`src/rtl/wstat_pkg.sv`:
```
package wstat_pkg;

    localparam int NTRK  = 9;
    localparam int NGRP  = 3;
    localparam int SEL_W = 4;

    typedef enum logic [SEL_W-1:0] {
        SEL_CMP_LO = 4'd0,
        SEL_CMP_HI = 4'd1,
        SEL_INCR   = 4'd2,
        SEL_GCTL   = 4'd3,
        SEL_CNT_LO = 4'd4,
        SEL_CNT_HI = 4'd5,
        SEL_TICKB  = 4'd6,
        SEL_INTB   = 4'd7,
        SEL_LCTL   = 4'd8,
        SEL_GSTAT  = 4'd9,
        SEL_CSTAT  = 4'd10,
        SEL_LSTAT  = 4'd11,
        SEL_DIRECT = 4'd12
    } sel_e;

    // status word that holds the flag of tracked register i
    function automatic int grp_of(input int i);
        if (i < 4)      return 0;
        else if (i < 6) return 1;
        else            return 2;
    endfunction

    // bit position of that flag inside its status word (decoded by software)
    function automatic int bit_of(input int i);
        case (i)
            0: return 0;
            1: return 1;
            2: return 2;
            3: return 16;
            4: return 0;
            5: return 1;
            6: return 0;
            7: return 1;
            default: return 3;
        endcase
    endfunction

    function automatic logic [31:0] grp_mask(input int g);
        case (g)
            0: return 32'h0001_0007;
            1: return 32'h0000_0003;
            default: return 32'h0000_000B;
        endcase
    endfunction

endpackage

```
`src/rtl/wstat_slot.sv`:
```
module wstat_slot #(
    parameter int DW  = 32,
    parameter int LAT = 3
) (
    input  logic          clk,
    input  logic          rst_n,
    input  logic          load_i,
    input  logic [DW-1:0] load_data_i,
    output logic          pend_o,
    output logic          done_o,
    output logic [DW-1:0] value_o
);
    localparam int CW = (LAT > 1) ? $clog2(LAT) : 1;

    typedef struct packed {
        logic          pend;
        logic          done;
        logic [CW-1:0] cnt;
        logic [DW-1:0] hold;
        logic [DW-1:0] value;
    } slot_t;

    slot_t s_d, s_q;

    always_comb begin
        s_d      = s_q;
        s_d.done = 1'b0;
        if (load_i) begin
            s_d.pend = 1'b1;
            s_d.cnt  = CW'(LAT - 1);
            s_d.hold = load_data_i;
        end else if (s_q.pend) begin
            if (s_q.cnt == '0) begin
                s_d.pend  = 1'b0;
                s_d.done  = 1'b1;
                s_d.value = s_q.hold;
            end else begin
                s_d.cnt = s_q.cnt - 1'b1;
            end
        end
    end

    always_ff @(posedge clk) begin
        if (!rst_n) s_q <= '0;
        else        s_q <= s_d;
    end

    assign pend_o  = s_q.pend;
    assign done_o  = s_q.done;
    assign value_o = s_q.value;
endmodule

```
`src/rtl/wstat_flags.sv`:
```
module wstat_flags
    import wstat_pkg::*;
#(
    parameter int DW = 32
) (
    input  logic               clk,
    input  logic               rst_n,
    input  logic [NTRK-1:0]    done_i,
    input  logic [NGRP-1:0]    clr_i,
    input  logic [DW-1:0]      clr_data_i,
    output logic [NGRP*DW-1:0] stat_o
);
    typedef struct packed {
        logic [NGRP-1:0][DW-1:0] w;
    } flags_t;

    flags_t f_d, f_q;

    always_comb begin
        f_d = f_q;
        for (int g = 0; g < NGRP; g++) begin
            if (clr_i[g]) f_d.w[g] = f_q.w[g] & ~clr_data_i;
        end
        // a completing apply overrides a clear on the same edge
        for (int i = 0; i < NTRK; i++) begin
            if (done_i[i]) f_d.w[grp_of(i)][bit_of(i)] = 1'b1;
        end
    end

    always_ff @(posedge clk) begin
        if (!rst_n) f_q <= '0;
        else        f_q <= f_d;
    end

    assign stat_o = f_q.w;
endmodule

```
`src/rtl/wstat_tracker.sv`:
```
module wstat_tracker
    import wstat_pkg::*;
#(
    parameter int DW  = 32,
    parameter int LAT = 3
) (
    input  logic               clk,
    input  logic               rst_n,
    input  logic               wr_en,
    input  logic [SEL_W-1:0]   wr_sel,
    input  logic [DW-1:0]      wr_data,
    output logic [NTRK-1:0]    pend_o,
    output logic [NTRK-1:0]    applied_o,
    output logic [NTRK*DW-1:0] value_o,
    output logic [DW-1:0]      direct_o,
    output logic [DW-1:0]      gstat_o,
    output logic [DW-1:0]      cstat_o,
    output logic [DW-1:0]      lstat_o
);
    typedef struct packed {
        logic [DW-1:0] direct;
    } top_t;

    top_t t_d, t_q;
    logic [NTRK-1:0]    load;
    logic [NGRP-1:0]    clr;
    logic [NGRP*DW-1:0] stat;

    always_comb begin
        t_d = t_q;
        clr = '0;
        if (wr_en) begin
            if (wr_sel == SEL_DIRECT) t_d.direct = wr_data;
            if (wr_sel == SEL_GSTAT)  clr[0] = 1'b1;
            if (wr_sel == SEL_CSTAT)  clr[1] = 1'b1;
            if (wr_sel == SEL_LSTAT)  clr[2] = 1'b1;
        end
    end

    always_ff @(posedge clk) begin
        if (!rst_n) t_q <= '0;
        else        t_q <= t_d;
    end

    for (genvar i = 0; i < NTRK; i++) begin : g_slot
        assign load[i] = wr_en && (wr_sel == SEL_W'(i));
        wstat_slot #(.DW(DW), .LAT(LAT)) u_slot (
            .clk        (clk),
            .rst_n      (rst_n),
            .load_i     (load[i]),
            .load_data_i(wr_data),
            .pend_o     (pend_o[i]),
            .done_o     (applied_o[i]),
            .value_o    (value_o[i*DW +: DW])
        );
    end

    wstat_flags #(.DW(DW)) u_flags (
        .clk       (clk),
        .rst_n     (rst_n),
        .done_i    (applied_o),
        .clr_i     (clr),
        .clr_data_i(wr_data),
        .stat_o    (stat)
    );

    assign direct_o = t_q.direct;
    assign gstat_o  = stat[0*DW +: DW];
    assign cstat_o  = stat[1*DW +: DW];
    assign lstat_o  = stat[2*DW +: DW];
endmodule

```
`config.mk`:
```
export PLATFORM = sky130hd
export DESIGN_NAME = wstat_tracker
export DESIGN_NICKNAME = d
export VERILOG_FILES = /design/src/rtl/wstat_pkg.sv /design/src/rtl/wstat_slot.sv /design/src/rtl/wstat_flags.sv /design/src/rtl/wstat_tracker.sv
export SDC_FILE = /design/constraint.sdc
export NUM_CORES = 1
export LEC_CHECK = 0
export ABC_AREA = 1
export BUFFER_PORTS_ARGS = -buffer_cell sky130_fd_sc_hd__buf_4
export CORE_MARGIN = 2
export CORE_UTILIZATION = 60
export CTS_BUF_LIST = sky130_fd_sc_hd__clkbuf_4 sky130_fd_sc_hd__clkbuf_8
export DETAILED_ROUTE_END_ITERATION = 10
export PLACE_DENSITY = 0.8
export SETUP_SLACK_MARGIN = 0.1
export SKIP_LAST_GASP = 1
export SLEW_MARGIN = 20
export SYNTH_ARGS = -nofsm -noshare
export SYNTH_HDL_FRONTEND = slang
export SYNTH_SLANG_ARGS = --single-unit
```
`constraint.sdc`:
```
create_clock -name clk -period 2.4 [get_ports clk]
set_input_delay 0.36 -clock clk [delete_from_list [all_inputs] [get_ports clk]]
set_output_delay 0.36 -clock clk [all_outputs]
set_load 0.05 [all_outputs]
```
# Word-level counts from Yosys, hierarchy flattened

Cells that the tools add are included.

Output and inout bits: 434
Word-level logic and storage cells: 368
Bits of input ports: 39
Flip-flop bits (word level): 740

Reduce and logical (&&, ||, !) cells: 92
Muxes and demuxes: 113
Add/subtract/negate cells: 9
Order comparisons: 34
Eq/ne operators: 21
Bitwise gates (word level): 41

Operators by type and width:

| cell                                                                   | number |
|---|---|
| 32-bit two-way mux                                                     | 28 |
| 96-bit two-way mux                                                     | 9 |
| 96-bit bitwise OR                                                      | 9 |
| 32-bit demux with 2-bit select                                         | 9 |
| 32-bit by 1-bit >= comparator with 1-bit output, second input constant | 16 |
| 32-bit by 4-bit < comparator with 1-bit output, second input constant  | 9 |
| 32-bit by 7-bit < comparator with 1-bit output, second input constant  | 9 |
| 32-bit bitwise AND                                                     | 3 |
| 2-bit two-way mux                                                      | 27 |
| 1-bit demux with 5-bit select                                          | 9 |
| 2-bit AND reduction                                                    | 19 |
| 4-bit two-way mux                                                      | 9 |
| 32-bit NOT                                                             | 1 |
| 1-bit NOT                                                              | 28 |
| 1-bit logical AND                                                      | 27 |
| 3-bit AND reduction                                                    | 9 |
| 3-bit OR reduction                                                     | 9 |
| 1-bit two-way mux                                                      | 21 |
| 4-bit equality test, second input constant                             | 5 |
| 2-bit zero test                                                        | 9 |
| 2-bit by 1-bit != test with 1-bit output, second input constant        | 9 |
| 2-bit nonzero test                                                     | 9 |
| 2-bit OR reduction                                                     | 9 |
| 2-bit by 1-bit subtractor with 2-bit output, second input constant     | 9 |
| other kinds (5)                                                        | 9 |

# Longest topological paths before layout

Word-level depth: 25
Gate-level depth with buffers: 10
Gate-level depth less buffers: 7

# Cells and area by module

A second synthesis with hierarchy kept.

Cells, all modules: 3927
Area, all modules: 32165.8 µm²

Modules (own cells, without submodules):

| module                             | seq. area each (µm²) | area each (µm²) | times used | cells each |
|---|---|---|---|---|
| wstat_slot at g_slot[0].u_slot ... | 1361.3               | 3064.2          | 8          | 367 |
| wstat_flags                        | 1921.8               | 3051.7          | 1          | 326 |
| wstat_slot at g_slot[8].u_slot     | 1361.3               | 2849.0          | 1          | 367 |
| wstat_tracker                      | 640.6                | 1751.7          | 1          | 298 |

# Least setup slack after synthesis

Ideal clock, no wire load.

Path type: input -> register
From: input wr_sel[2]
To: register g_slot[4].u_slot.s_q[57] (netlist bit)
Path buffers: 3
Cell stages on the path: 8
Library setup time: 0.116 ns
Data required time: 2.284 ns
Slack: 0.874 ns
Arrival: 1.410 ns
Cells stage by stage: buf_2 -> inv_2 -> nor2_1 -> nand3_1 -> clkbuf_1 -> buf_2 -> o21ai_0 -> nor2_1

Longest elaborated chain between the ends: 2

Ends and longest elaborated chain:

| what                                           | line                | source |
|---|---|---|
| start, declared                                | wstat_tracker.sv:10 | `input logic [SEL_W-1:0] wr_sel,` |
| 4-bit by 3-bit equality test with 1-bit output | wstat_tracker.sv:46 | `assign load[i] = wr_en && (wr_sel == SEL_W'(i));` |
| 1-bit logical AND                              | wstat_tracker.sv:46 |  |
| end signal, assigned                           | wstat_slot.sv:44    | `if (!rst_n) s_q <= '0;` |
| end signal, assigned                           | wstat_slot.sv:45    | `else s_q <= s_d;` |
| end, declared                                  | wstat_slot.sv:23    | `slot_t s_d, s_q;` |

Every way passes these cells.
A chain may end at the register's enable or synchronous reset.

# Worst setup path in the final report

From: register g_slot[3].u_slot.s_q (netlist bit g_slot[3].u_slot.pend_o)
To: register g_slot[3].u_slot.s_q (netlist bit g_slot[3].u_slot.value_o[8])

Longest elaborated chain between the ends: 1

Ends and longest elaborated chain:

| what                                 | line |
|---|---|
| start, declared                      | wstat_slot.sv:23 |
| start signal, assigned               | wstat_slot.sv:44 |
| start signal, assigned               | wstat_slot.sv:45 |
| 3-bit AND reduction (no source line) | n/a |

Every way passes these cells.

==> results.sh <==
export IMPL_status="finished, final reports clean"
export IMPL_drv_cap=0
export IMPL_worstMarginPinSlew_ns=1.08
export IMPL_setup_ws_ns=0.532
export IMPL_slew_viol_final=0
export IMPL_clock_power_share_pct=44.9
export IMPL_syn_area_um2=30000
export IMPL_r2r_slack_ns=0.53
export IMPL_ys_seq_area_share_pct=49.3
export IMPL_r2r_start="g_slot[3].u_slot.pend_o"
export IMPL_grt_ovfl_total=0
export IMPL_cts_tree="built"
export IMPL_hpwl_um=53700
export IMPL_tns_ns=0
export IMPL_ys_warn_count=0
export IMPL_grt_max_degree=175
export IMPL_coreArea_um2=49200
export IMPL_period_needed_ns=1.87
export IMPL_critPathKind="reg -> reg"
export IMPL_syn_num_nets=4122
export IMPL_place_gp_congestion=0.848
export IMPL_crit_path_max_fanout=26
export IMPL_root_buffer="clkbuf_8"
export IMPL_switching_share_pct=23.6
export IMPL_finalClockSkew_ns=0.0225
export IMPL_cts_buffers=112
export IMPL_path_clk_slew_ns=0.07
export IMPL_synthCells=4083
export IMPL_drcViolationCount=0
export IMPL_seqPwrFrac_pct=50.7
export IMPL_setup_viol=0
export IMPL_fillerInstances=4023
export IMPL_rows=81
export IMPL_io_pins=473
export IMPL_grt_first_pass_wirelength_um=135000
export IMPL_vdd_ir_drop_max_v=0.000599
export IMPL_hold_viol_final=0
export IMPL_die_area_um2=51900
export IMPL_avgViaCountPerCell=5.35
export IMPL_ant_nets=0
export IMPL_place_ws_ns=0.320
export IMPL_p_leak_nw=17.5
export IMPL_reg2reg_depth=6
export IMPL_crit_start="g_slot[3].u_slot.pend_o"
export IMPL_rsz0062_at_grt="false"
export IMPL_finalCritPeriodShare_pct=77.8
export IMPL_reg2reg_to="g_slot[3].u_slot.value_o[8]"
export IMPL_hold_buffers=0
export IMPL_cts_sinks=740
export IMPL_first_pass_iters=6
export IMPL_initial_utilization_pct=61.1
export IMPL_p_switching_mw=5.82
export IMPL_antenna_found_initial=2
export IMPL_timing_fmax_mhz=535
export IMPL_clock_latency_ns=0.71
export IMPL_cts_resized_gates=0
export IMPL_synth_distinct_cells=20
export IMPL_crit_end="g_slot[3].u_slot.value_o[8]"
export IMPL_die_h_um=228
export IMPL_wl_per_cell_um=18.5
export IMPL_cts_setup_buffers=0
export IMPL_combPwrFrac_pct=4.4
export IMPL_chipWidth_um=228
export IMPL_required_ns=3.05
export IMPL_critPathCaptureType="flop"
export IMPL_cts_buffer_depth=3
export IMPL_io_buffers=472
export IMPL_vias=26100
export IMPL_intPower_mw=18.8
export IMPL_drt_wl_total_um=90400
export IMPL_start_kind="flop"
export IMPL_power_density_nw_per_um2=723
export IMPL_ys_ff_latch=740
export IMPL_track_usage_pct=33.3
export IMPL_synth_area_per_cell_um2=7.36
export IMPL_worstPathArrival_ns=2.52
export IMPL_grt_pass1_vias=23200
export IMPL_min_path_type="in -> reg"
export IMPL_drt_initial_drc_count=3438
export IMPL_fin_nets=4171
export IMPL_drive_gt1_share_pct=18.5
export IMPL_max_slew_margin_pct=27.9
export IMPL_area_growth_pct=13.3
export IMPL_h_tree_depth=3
export IMPL_power_total_mw=24.6
[cell usage after synthesis]
cell type  count  share of area [%]
o21ai_1       22               0.37
clkbuf_1     192                2.4
nand3_1      171                2.8
buf_1         28               0.35
inv_2          6              0.075
nand3_2        2              0.067
buf_2         74                1.2
nand2_1     1083                 14
nand3b_1      13               0.32
dfxtp_1      740                 49
a211oi_1       8               0.20
nand2_2        2              0.042
nand4_1      256                5.3
nor2_2         4              0.083
buf_4        308                7.7
nor2_4         1              0.037
a21oi_1      130                2.2
inv_1        345                4.3
nor2_1       488                6.1
o21ai_0      210                3.5
[layout make-up]
cell class	count	area (um2)	share of cell area [%]
sequential	740	14800	43.5
multi-input combinational	2390	10500	30.8
timing repair buffer	537	4140	12.2
clock buffer	185	2310	6.80
inverter	351	1320	3.88
tap	664	831	2.44
clock inverter	18	121	0.357
antenna	3	7.51	0.0221
[cells in the final DEF (no fill, tap or decap), drive strengths merged]
cell type,count
a211oi,8
a21oi,130
buf,537
bufinv,1
clkbuf,185
clkinv,15
clkinvlp,1
dfxtp,740
diode,3
inv,352
nand2,1085
nand3,173
nand3b,13
nand4,256
nor2,493
o21ai,232
[metal layers]
metal  track usage (%)  routed length [um]
met5                 0                   0
met4              16.1                4610
met3              7.82                9340
met2              51.3               40400
met1              44.1               36100
[power groups by stage]
stage	logic [mW]	clock network (mW)	registers [mW]
floorplan	0.581	0	12.7
global placement	1.05	0	12.7
detailed placement	1.05	0	12.7
CTS	1.06	11.1	12.5
global route	1.14	11.7	12.5
finish	1.09	11.0	12.5
[registers in the layout, indices dropped and copies added, names as in the netlist]
signal / flops
direct_o: 32
g_slot.u_slot.done_o: 9
g_slot.u_slot.pend_o: 9
g_slot.u_slot.s_q: 306
g_slot.u_slot.value_o: 288
u_flags.stat_o: 96
[worst min-delay path by stage]
stage               slack (ns)                      from  cells past startpoint                           end
floorplan                 0.42  g_slot[0].u_slot.s_q[32]                      2   g_slot[0].u_slot.value_o[0]
global placement          0.43  g_slot[0].u_slot.s_q[37]                      2   g_slot[0].u_slot.value_o[5]
detailed placement        0.43  g_slot[0].u_slot.s_q[56]                      2  g_slot[0].u_slot.value_o[24]
CTS                       0.03               wr_data[27]                      3      g_slot[0].u_slot.s_q[59]
global route              0.05               wr_data[27]                      3      g_slot[3].u_slot.s_q[59]
finish                    0.09               wr_data[27]                      3      g_slot[3].u_slot.s_q[59]
[cells by family after synthesis]
logic type,count (synthesis),share of synthesized area (%)
flops,740,49.3
buf+inv,953,16.1
compound gates,370,6.23
simple gates,2020,28.4
[critical path, cell delays in order (launching register included)]
cell,delay [ns]
dfxtp_1,0.39
inv_1,0.07
nor2_1,0.17
nand2_2,0.09
nor2_2,0.81
nand2_1,0.16
nand2_1,0.11
[per-stage QoR]
stage,util (%),area [um2],hold WS [ns],std cells
floorplan,-,30000,0.419,4083
global placement,64.2,31600,0.426,4682
detailed placement,64.2,31600,0.430,4682
CTS,69.2,34000,0.0303,4885
global route,69.2,34000,0.0502,4887
finish,69.2,34000,0.0864,4888
No activity file was read; power rests on OpenSTA's default activity.
